[src/rtl/chrow_addr_pkg.sv]
package chrow_addr_pkg;

   typedef enum logic [2:0] {
      WOP_HOLD,
      WOP_STEP,
      WOP_LINE,
      WOP_ROW,
      WOP_FRAME
   } walk_op_e;

   function automatic int mode_cols(int m);
      case (m)
         0, 3:    return 80;
         2:       return 20;
         default: return 40;
      endcase
   endfunction

   function automatic int mode_rows(int m);
      if (m == 3 || m >= 6) return 25;
      return 32;
   endfunction

   function automatic int mode_start(int m, int top, int lpr, int align);
      return (top - mode_cols(m) * lpr * mode_rows(m)) & ~(align - 1);
   endfunction

endpackage

[src/rtl/chrow_mode_cfg.sv]
module chrow_mode_cfg
   import chrow_addr_pkg::*;
#(
   parameter int ADDR_W        = 16,
   parameter int MODE_W        = 3,
   parameter int LCNT_W        = 9,
   parameter int SCREEN_TOP    = 32'h8000,
   parameter int START_ALIGN   = 256,
   parameter int LINES_PER_ROW = 8,
   parameter int VIS_LINES     = 256,
   parameter int FRAME_LINES   = 312
) (
   input  logic [MODE_W-1:0] mode_idx,
   output logic [ADDR_W-1:0] start,
   output logic [ADDR_W-1:0] region,
   output logic [LCNT_W-1:0] gap_lines,
   output logic [LCNT_W-1:0] footer,
   output logic [LCNT_W-1:0] margin,
   output logic              has_gap
);
   localparam int NUM_MODES = 2 ** MODE_W;

   logic [ADDR_W-1:0] start_tbl  [NUM_MODES];
   logic [ADDR_W-1:0] region_tbl [NUM_MODES];
   logic [LCNT_W-1:0] gap_tbl    [NUM_MODES];
   logic [LCNT_W-1:0] foot_tbl   [NUM_MODES];
   logic [LCNT_W-1:0] marg_tbl   [NUM_MODES];

   for (genvar gi = 0; gi < NUM_MODES; gi++) begin : g_mode
      localparam int ROWS  = mode_rows(gi);
      localparam int SIZE  = mode_cols(gi) * LINES_PER_ROW * ROWS;
      localparam int START = mode_start(gi, SCREEN_TOP, LINES_PER_ROW, START_ALIGN);
      localparam int GAP   = VIS_LINES / ROWS - LINES_PER_ROW;
      localparam int FOOT  = ROWS * LINES_PER_ROW;
      localparam int MARG  = FRAME_LINES - ROWS * (LINES_PER_ROW + GAP) + GAP;

      if (SIZE > SCREEN_TOP) begin : g_bad_size
         $error("mode screen larger than window");
      end
      if (GAP < 0) begin : g_bad_gap
         $error("mode rows exceed visible lines");
      end
      if (MARG >= 2 ** LCNT_W) begin : g_bad_marg
         $error("line counter too narrow for margin");
      end

      assign start_tbl[gi]  = ADDR_W'(START);
      assign region_tbl[gi] = ADDR_W'(SCREEN_TOP - START);
      assign gap_tbl[gi]    = LCNT_W'(GAP);
      assign foot_tbl[gi]   = LCNT_W'(FOOT);
      assign marg_tbl[gi]   = LCNT_W'(MARG);
   end

   assign start     = start_tbl[mode_idx];
   assign region    = region_tbl[mode_idx];
   assign gap_lines = gap_tbl[mode_idx];
   assign footer    = foot_tbl[mode_idx];
   assign margin    = marg_tbl[mode_idx];
   assign has_gap   = (gap_tbl[mode_idx] != '0);

endmodule

[src/rtl/chrow_line_seq.sv]
module chrow_line_seq #(
   parameter int LCNT_W        = 9,
   parameter int LINES_PER_ROW = 8,
   parameter int VIS_FIRST     = 28,
   parameter int VIS_LINES     = 256
) (
   input  logic              clk,
   input  logic              rst_n,
   input  logic              frame_go,
   input  logic              line_go,
   input  logic [LCNT_W-1:0] gap_lines,
   input  logic [LCNT_W-1:0] footer,
   input  logic [LCNT_W-1:0] margin,
   input  logic              has_gap,
   output logic              adv_line,
   output logic              adv_row,
   output logic              gap_active
);
   localparam logic [LCNT_W-1:0] Y_MAX    = '1;
   localparam logic [LCNT_W-1:0] WIN_LO   = LCNT_W'(VIS_FIRST);
   localparam logic [LCNT_W-1:0] WIN_HI   = LCNT_W'(VIS_FIRST + VIS_LINES);
   localparam logic [LCNT_W-1:0] ROW_MASK = LCNT_W'(LINES_PER_ROW - 1);

   if ((LINES_PER_ROW & (LINES_PER_ROW - 1)) != 0) begin : g_bad_lpr
      $error("lines per row must be a power of two");
   end
   if (VIS_FIRST + VIS_LINES >= 2 ** LCNT_W) begin : g_bad_win
      $error("line counter too narrow for window");
   end

   logic [LCNT_W-1:0] y_q, ln_q, gap_q;
   logic [LCNT_W-1:0] y_nx, ln_nx;
   logic              in_win, gap_busy, row_end, take;

   always_comb begin
      y_nx     = (y_q == Y_MAX) ? y_q : y_q + 1'b1;
      in_win   = (y_nx > WIN_LO) && (y_nx < WIN_HI);
      gap_busy = (gap_q != '0);
      ln_nx    = ln_q + 1'b1;
      row_end  = ((ln_nx & ROW_MASK) == '0);
      take     = line_go && !frame_go && in_win && !gap_busy;
      adv_line = take && !row_end;
      adv_row  = take && row_end;
   end

   always_ff @(posedge clk) begin
      if (!rst_n) begin
         y_q   <= '0;
         ln_q  <= '0;
         gap_q <= '0;
      end else if (frame_go) begin
         y_q   <= '0;
         ln_q  <= '0;
         gap_q <= '0;
      end else if (line_go) begin
         y_q <= y_nx;
         if (in_win) begin
            if (gap_busy) begin
               gap_q <= gap_q - 1'b1;
            end else begin
               ln_q <= ln_nx;
               if (row_end) begin
                  gap_q <= (has_gap && ln_nx == footer) ? margin : gap_lines;
               end
            end
         end
      end
   end

   assign gap_active = gap_busy;

   AST_GAP_NO_LINE_ADVANCE: assert property (@(posedge clk) disable iff (!rst_n)
      gap_active |-> !(adv_line || adv_row));

endmodule

[src/rtl/chrow_addr_walk.sv]
module chrow_addr_walk
   import chrow_addr_pkg::*;
#(
   parameter int ADDR_W        = 16,
   parameter int SCREEN_TOP    = 32'h8000,
   parameter int LINES_PER_ROW = 8,
   parameter int RST_START     = 32'h6000
) (
   input  logic              clk,
   input  logic              rst_n,
   input  walk_op_e          op,
   input  logic [ADDR_W-1:0] start,
   input  logic [ADDR_W-1:0] region,
   output logic [ADDR_W-1:0] addr
);
   localparam logic [ADDR_W:0] TOP_X   = (ADDR_W + 1)'(SCREEN_TOP);
   localparam logic [ADDR_W:0] STRIDE  = (ADDR_W + 1)'(LINES_PER_ROW);
   localparam logic [ADDR_W:0] BACKOFF = (ADDR_W + 1)'(LINES_PER_ROW - 1);

   if (SCREEN_TOP > 2 ** ADDR_W) begin : g_bad_top
      $error("screen top outside address range");
   end

   logic [ADDR_W-1:0] addr_q, lstart_q;

   function automatic logic [ADDR_W-1:0] fold(input logic [ADDR_W:0] v,
                                              input logic [ADDR_W-1:0] reg_sz);
      logic [ADDR_W:0] r;
      r = (v >= TOP_X) ? v - {1'b0, reg_sz} : v;
      return r[ADDR_W-1:0];
   endfunction

   logic [ADDR_W-1:0] nxt_step, nxt_line, nxt_row;

   always_comb begin
      nxt_step = fold({1'b0, addr_q} + STRIDE, region);
      nxt_line = fold({1'b0, lstart_q} + 1'b1, region);
      nxt_row  = fold({1'b0, addr_q} - BACKOFF, region);
   end

   always_ff @(posedge clk) begin
      if (!rst_n) begin
         addr_q   <= ADDR_W'(RST_START);
         lstart_q <= ADDR_W'(RST_START);
      end else begin
         case (op)
            WOP_FRAME: begin
               addr_q   <= start;
               lstart_q <= start;
            end
            WOP_STEP: addr_q <= nxt_step;
            WOP_LINE: begin
               addr_q   <= nxt_line;
               lstart_q <= nxt_line;
            end
            WOP_ROW: begin
               addr_q   <= nxt_row;
               lstart_q <= nxt_row;
            end
            default: ;
         endcase
      end
   end

   assign addr = addr_q;

   AST_ADDR_BELOW_TOP: assert property (@(posedge clk) disable iff (!rst_n)
      {1'b0, addr_q} < TOP_X);

endmodule

[src/rtl/chrow_addr_gen.sv]
module chrow_addr_gen
   import chrow_addr_pkg::*;
#(
   parameter int ADDR_W        = 16,
   parameter int MODE_W        = 3,
   parameter int SCREEN_TOP    = 32'h8000,
   parameter int START_ALIGN   = 256,
   parameter int LINES_PER_ROW = 8,
   parameter int VIS_FIRST     = 28,
   parameter int VIS_LINES     = 256,
   parameter int FRAME_LINES   = 312,
   parameter int MODE_RST      = 6
) (
   input  logic              clk,
   input  logic              rst_n,
   input  logic [MODE_W-1:0] mode_sel,
   input  logic              frame_go,
   input  logic              line_go,
   input  logic              col_go,
   output logic [ADDR_W-1:0] scr_addr,
   output logic              row_gap
);
   localparam int LCNT_W    = $clog2(FRAME_LINES + 1);
   localparam int RST_START = mode_start(MODE_RST, SCREEN_TOP, LINES_PER_ROW, START_ALIGN);
   localparam logic [ADDR_W-1:0] STRIDE_A  = ADDR_W'(LINES_PER_ROW);
   localparam logic [ADDR_W-1:0] ALIGN_M   = ADDR_W'(START_ALIGN - 1);
   localparam logic [ADDR_W-1:0] ROW_BITS  = ADDR_W'(LINES_PER_ROW - 1);

   if (MODE_RST >= 2 ** MODE_W) begin : g_bad_rst
      $error("reset mode outside mode range");
   end
   if ((START_ALIGN & (START_ALIGN - 1)) != 0) begin : g_bad_align
      $error("start alignment must be a power of two");
   end

   logic [MODE_W-1:0] mode_q, mode_eff;
   logic [ADDR_W-1:0] cfg_start, cfg_region;
   logic [LCNT_W-1:0] cfg_gap, cfg_foot, cfg_marg;
   logic              cfg_has_gap;
   logic              adv_line, adv_row, gap_active;
   walk_op_e          op;

   always_ff @(posedge clk) begin
      if (!rst_n)        mode_q <= MODE_W'(MODE_RST);
      else if (frame_go) mode_q <= mode_sel;
   end

   assign mode_eff = frame_go ? mode_sel : mode_q;

   chrow_mode_cfg #(
      .ADDR_W       (ADDR_W),
      .MODE_W       (MODE_W),
      .LCNT_W       (LCNT_W),
      .SCREEN_TOP   (SCREEN_TOP),
      .START_ALIGN  (START_ALIGN),
      .LINES_PER_ROW(LINES_PER_ROW),
      .VIS_LINES    (VIS_LINES),
      .FRAME_LINES  (FRAME_LINES)
   ) u_cfg (
      .mode_idx (mode_eff),
      .start    (cfg_start),
      .region   (cfg_region),
      .gap_lines(cfg_gap),
      .footer   (cfg_foot),
      .margin   (cfg_marg),
      .has_gap  (cfg_has_gap)
   );

   chrow_line_seq #(
      .LCNT_W       (LCNT_W),
      .LINES_PER_ROW(LINES_PER_ROW),
      .VIS_FIRST    (VIS_FIRST),
      .VIS_LINES    (VIS_LINES)
   ) u_seq (
      .clk       (clk),
      .rst_n     (rst_n),
      .frame_go  (frame_go),
      .line_go   (line_go),
      .gap_lines (cfg_gap),
      .footer    (cfg_foot),
      .margin    (cfg_marg),
      .has_gap   (cfg_has_gap),
      .adv_line  (adv_line),
      .adv_row   (adv_row),
      .gap_active(gap_active)
   );

   always_comb begin
      if (frame_go)                              op = WOP_FRAME;
      else if (adv_row)                          op = WOP_ROW;
      else if (adv_line)                         op = WOP_LINE;
      else if (col_go && !line_go && !gap_active) op = WOP_STEP;
      else                                       op = WOP_HOLD;
   end

   chrow_addr_walk #(
      .ADDR_W       (ADDR_W),
      .SCREEN_TOP   (SCREEN_TOP),
      .LINES_PER_ROW(LINES_PER_ROW),
      .RST_START    (RST_START)
   ) u_walk (
      .clk   (clk),
      .rst_n (rst_n),
      .op    (op),
      .start (cfg_start),
      .region(cfg_region),
      .addr  (scr_addr)
   );

   assign row_gap = gap_active;

   logic past_ok;
   always_ff @(posedge clk) begin
      if (!rst_n) past_ok <= 1'b0;
      else        past_ok <= 1'b1;
   end

   AST_STEP_STRIDE: assert property (@(posedge clk) disable iff (!rst_n)
      (past_ok && $past(op == WOP_STEP)) |->
         (scr_addr == $past(scr_addr) + STRIDE_A) ||
         (scr_addr == $past(scr_addr) + STRIDE_A - $past(cfg_region)));

   AST_FRAME_ALIGNED: assert property (@(posedge clk) disable iff (!rst_n)
      frame_go |=> ((scr_addr & ALIGN_M) == '0) && !row_gap);

   AST_GAP_FREEZE: assert property (@(posedge clk) disable iff (!rst_n)
      (row_gap && !frame_go) |=> $stable(scr_addr));

   AST_LINE_OFFSET: assert property (@(posedge clk) disable iff (!rst_n)
      (past_ok && $past(op == WOP_LINE)) |-> ((scr_addr & ROW_BITS) != '0));

endmodule

[config.mk]
export PLATFORM = sky130hd
export DESIGN_NAME = chrow_addr_gen
export DESIGN_NICKNAME = d
export VERILOG_FILES = /design/src/rtl/chrow_addr_pkg.sv /design/src/rtl/chrow_mode_cfg.sv /design/src/rtl/chrow_line_seq.sv /design/src/rtl/chrow_addr_walk.sv /design/src/rtl/chrow_addr_gen.sv
export SDC_FILE = /design/constraint.sdc
export NUM_CORES = 1
export LEC_CHECK = 0
export CAP_MARGIN = 20
export CORE_MARGIN = 1
export CORE_UTILIZATION = 31
export CTS_CLUSTER_DIAMETER = 30
export CTS_CLUSTER_SIZE = 30
export DETAILED_ROUTE_END_ITERATION = 10
export PLACE_DENSITY = 0.57
export SLEW_MARGIN = 20
export SYNTH_ARGS = -nofsm -noshare
export SYNTH_HDL_FRONTEND = slang
export SYNTH_SLANG_ARGS = --single-unit
[constraint.sdc]
create_clock -name clk -period 6.65 [get_ports clk]
set_input_delay 1.33 -clock clk [delete_from_list [all_inputs] [get_ports clk]]
set_output_delay 1.33 -clock clk [all_outputs]
set_load 0.01 [all_outputs]
==> flow_metrics.tcl <==
set metrics [dict create \
    cp_required_ps 6910 \
    clk_latency_ps 340 \
    drc 0 \
    netlist-cell-type-count 75 \
    async_flop_share 0 \
    p_leak_nw 2.29 \
    post_synth.cell_area_avg_sq_um 7.71 \
    yosysSeqAreaShare 0.223 \
    synth-edff-count 0 \
    sw_frac_of_total 0.288 \
    final_design_area_no_fill_sq_um 6210 \
    wl_per_cell_microns 16.8 \
    top_achievable_clock_speed_mhz 197 \
    cap_viol_max_count 0 \
    fin_tns_setup_ps 0 \
    power.switching_uw 310 \
    period_share 0.762 \
    worst_setup_hold_path_clk_slew_ps 50 \
    drt_iter0_drc 370 \
    floorplan.die.width_microns 136 \
    cts.path.max_buffers 2 \
    tritoncts_num_sinks 62 \
    setup.reg_to_reg.worst_slack_ps 2470 \
    max-slew-margin-rel 0.371 \
    highest_count_cells_in_the_layout_ignoring_fill_and_taps "sky130_fd_sc_hd__nand2_1 (77), sky130_fd_sc_hd__dfxtp_1 (62), sky130_fd_sc_hd__nor2_1 (56)" \
    internal_power_uw 766 \
    critPathArrivalTime_ps 5320 \
    fp.dieH_microns 136 \
    root_buffer "sky130_fd_sc_hd__clkbuf_16" \
    critical_path.startpoint_type "input pin" \
    worst_path_max_delay_cell "sky130_fd_sc_hd__clkdlybuf4s50_1" \
    combinational_cell_fraction_of_total_power 0.210 \
    power.ir.vdd_worst_mv 0.101 \
    cts_inserted_buffers 9 \
    cp-end-kind "register" \
    layout.cells.non_filler 949 \
    wire_length_of_the_first_global_routing_pass_microns 25600 \
    layout_commonest_cell "sky130_fd_sc_hd__nand2_1" \
    grt_overflow_total 0 \
    vias_per_cell 5.56 \
    timing.critical_path.from "frame_go" \
    run_status "complete, no violations" \
    worstSetupEndpoint "u_walk.lstart_q[14]" \
    design.portCount 25 \
    cts_htree_levels 3 \
    setup-violations-final 0 \
    ys_ff_latch 62 \
    fp.coreArea_sq_um 17400 \
    rows 48 \
    holdBufCountCts 0 \
    power.share.clock 0.428 \
    synth_top_flop_cell "sky130_fd_sc_hd__dfxtp_1" \
    cts.repair_timing.setup_buffer_count 0 \
    synthesis.nets 771 \
    final_layout_size_suffix_gt1_frac 0.0511 \
    worst_r2r_path_depth 15 \
    source_of_the_worst_register_to_register_timing_path "u_walk.addr[3]" \
    finalCoreUtilization 0.357 \
    antenna_found_initial 0 \
    report.final.slew_viol_count 0 \
    insertedDiodeCount 0 \
    synth.cell_area_sq_um 5570 \
    groute.usage.overall 0.177 \
    cp_slowest_stage_delay_ps 450 \
    hold_path_class "register to register" \
    finalClockSkew_ps 6.76 \
    initial_utilization 0.320 \
    postRouteWirelength_microns 16000 \
    critical_path.max_fanout 17 \
    worst_pin_slew_ps 941 \
    syn-instance-count 723 \
    yosys_warnings 0 \
    post-place-cells 936 \
    pwr_density_cell_nw_per_um2 173 \
    gp_routability_congestion 0.890 \
    critical_path.cell_chain "clkdlybuf4s50_1 -> buf_4 -> mux2i_1 -> inv_1 -> ha_1 -> nand2_1 -> inv_1 -> ha_1 -> fa_1 -> nand2b_1 -> a2111o_1 -> o311ai_0 -> nand2_1 -> a41o_1 -> a211o_1 -> o211ai_1" \
    grt_max_degree 33 \
    first_global_vias 4947 \
    placement.cell_area_sq_um 5940 \
    worst-setup-path-type "input pin to register" \
    area_growth_syn_to_layout_pct 11.5 \
    hold_ws_ps 458 \
    period_minus_slack_ps 5070 \
    cts-resized-gates 0 \
    place_hpwl_microns 11900 \
    design.final.nets 770 \
    floorplan.die_area_sq_um 18500 \
    finalHoldViolCount 0 \
    pre_antenna_drt_iters 5 \
    worstReg2RegEnd "u_walk.lstart_q[15]" \
    power_frac_seq 0.361 \
    ant_nets 0 \
    grt_setup_unrepaired "false" \
    cts_tree "done" \
    vias_after_detailed_routing 5281 \
    io_buffer_count 24 \
]
-- per-stage QoR --
| stage | worst slack [ps] | total power, mW |
|---|---|---|
| 6_report | 1580 | 1.08 |
| 5_1_grt | 1260 | 1.12 |
| 4_1_cts | 1590 | 1.08 |
| 3_5_place_dp | 1260 | 0.619 |
| 3_3_place_gp | 1400 | 0.620 |
| 2_1_floorplan | 1780 | 0.563 |
-- power by group through the flow --
| stage | clock network [mW] | logic, mW | registers [mW] |
|---|---|---|---|
| after CTS | 0.466 | 0.224 | 0.389 |
| after floorplan | 0 | 0.171 | 0.391 |
| after global placement | 0 | 0.223 | 0.397 |
| after global routing | 0.482 | 0.250 | 0.390 |
| final | 0.461 | 0.227 | 0.389 |
| after detailed placement | 0 | 0.223 | 0.397 |
-- critical path: cells and delay by family --
kind	cells	cell delay, ps
compound gates	5	1120
buf+inv	4	1040
fa+ha+maj	3	920
simple gates	3	480
mux	1	430
-- cells in the mapped netlist, types with 6 or more instances --
library cell / instances / area (sq um)
sky130_fd_sc_hd__a21oi_1: 46 / 230
sky130_fd_sc_hd__a21o_1: 7 / 52.6
sky130_fd_sc_hd__and3_1: 14 / 87.6
sky130_fd_sc_hd__nor2_1: 56 / 210
sky130_fd_sc_hd__a211oi_1: 12 / 90.1
sky130_fd_sc_hd__nor4_1: 8 / 50.1
sky130_fd_sc_hd__ha_1: 37 / 463
sky130_fd_sc_hd__nor2b_1: 9 / 56.3
sky130_fd_sc_hd__xnor2_1: 30 / 263
sky130_fd_sc_hd__nand2b_1: 10 / 62.6
sky130_fd_sc_hd__buf_2: 13 / 65.1
sky130_fd_sc_hd__mux2i_1: 21 / 210
sky130_fd_sc_hd__dfxtp_1: 62 / 1240
sky130_fd_sc_hd__nand2_1: 77 / 289
sky130_fd_sc_hd__nand3_1: 31 / 155
sky130_fd_sc_hd__or3_1: 13 / 81.3
sky130_fd_sc_hd__o211ai_1: 20 / 150
sky130_fd_sc_hd__a31oi_1: 9 / 56.3
sky130_fd_sc_hd__o21a_1: 8 / 60.1
sky130_fd_sc_hd__clkbuf_1: 20 / 75.1
sky130_fd_sc_hd__and2_1: 6 / 37.5
sky130_fd_sc_hd__o21ai_0: 28 / 140
sky130_fd_sc_hd__xor2_1: 18 / 158
sky130_fd_sc_hd__inv_1: 28 / 105
sky130_fd_sc_hd__nand4_1: 14 / 87.6
sky130_fd_sc_hd__nor3_1: 21 / 105
-- flip-flops by register name (all words and copies together) (netlist names) --
| name | cells |
|---|---|
| mode_q | 3 |
| u_walk.addr | 16 |
| u_seq.y_q | 9 |
| u_walk.lstart_q | 16 |
| u_seq.gap_q | 9 |
| u_seq.ln_q | 9 |
-- worst min-delay path by stage --
stage                   start             end  cells past startpoint
6_report       u_seq.gap_q[8]  u_seq.gap_q[8]                      1
5_1_grt        u_seq.gap_q[8]  u_seq.gap_q[8]                      1
4_1_cts        u_seq.gap_q[6]  u_seq.gap_q[6]                      2
3_5_place_dp   u_seq.gap_q[6]  u_seq.gap_q[6]                      2
3_3_place_gp   u_seq.gap_q[8]  u_seq.gap_q[8]                      1
2_1_floorplan  u_seq.gap_q[8]  u_seq.gap_q[8]                      1
-- per-layer routing --
layer	GRT usage	vias up	part of all wire
met4	0.0704	0	0.028
met1	0.236	2471	0.48
met3	0.0190	31	0.035
li1	-	2669	-
met5	0	-	0
met2	0.288	110	0.45
-- cell families after synthesis --
| kind of cell | count (synthesis) | share of synthesized area |
|---|---|---|
| AO/OA/AOI/OAI | 195 | 0.248 |
| XOR/XNOR | 48 | 0.0754 |
| adder cells (fa/ha/maj) | 40 | 0.0938 |
| buffers and inverters | 68 | 0.0527 |
| flip-flops | 62 | 0.223 |
| multiplexers | 24 | 0.0442 |
| AND/OR/NAND/NOR | 286 | 0.264 |
-- layout make-up --
cell class | count | area (sq um)
clock buffers | 11 | 243
clock inverters | 2 | 35.0
fillers | 1817 | 11200
inverters | 28 | 105
multi-input cells | 593 | 4040
flip-flops and latches | 62 | 1240
well taps | 225 | 282
repair buffers | 28 | 270
Note: power is estimated with default switching activity, not from simulation.
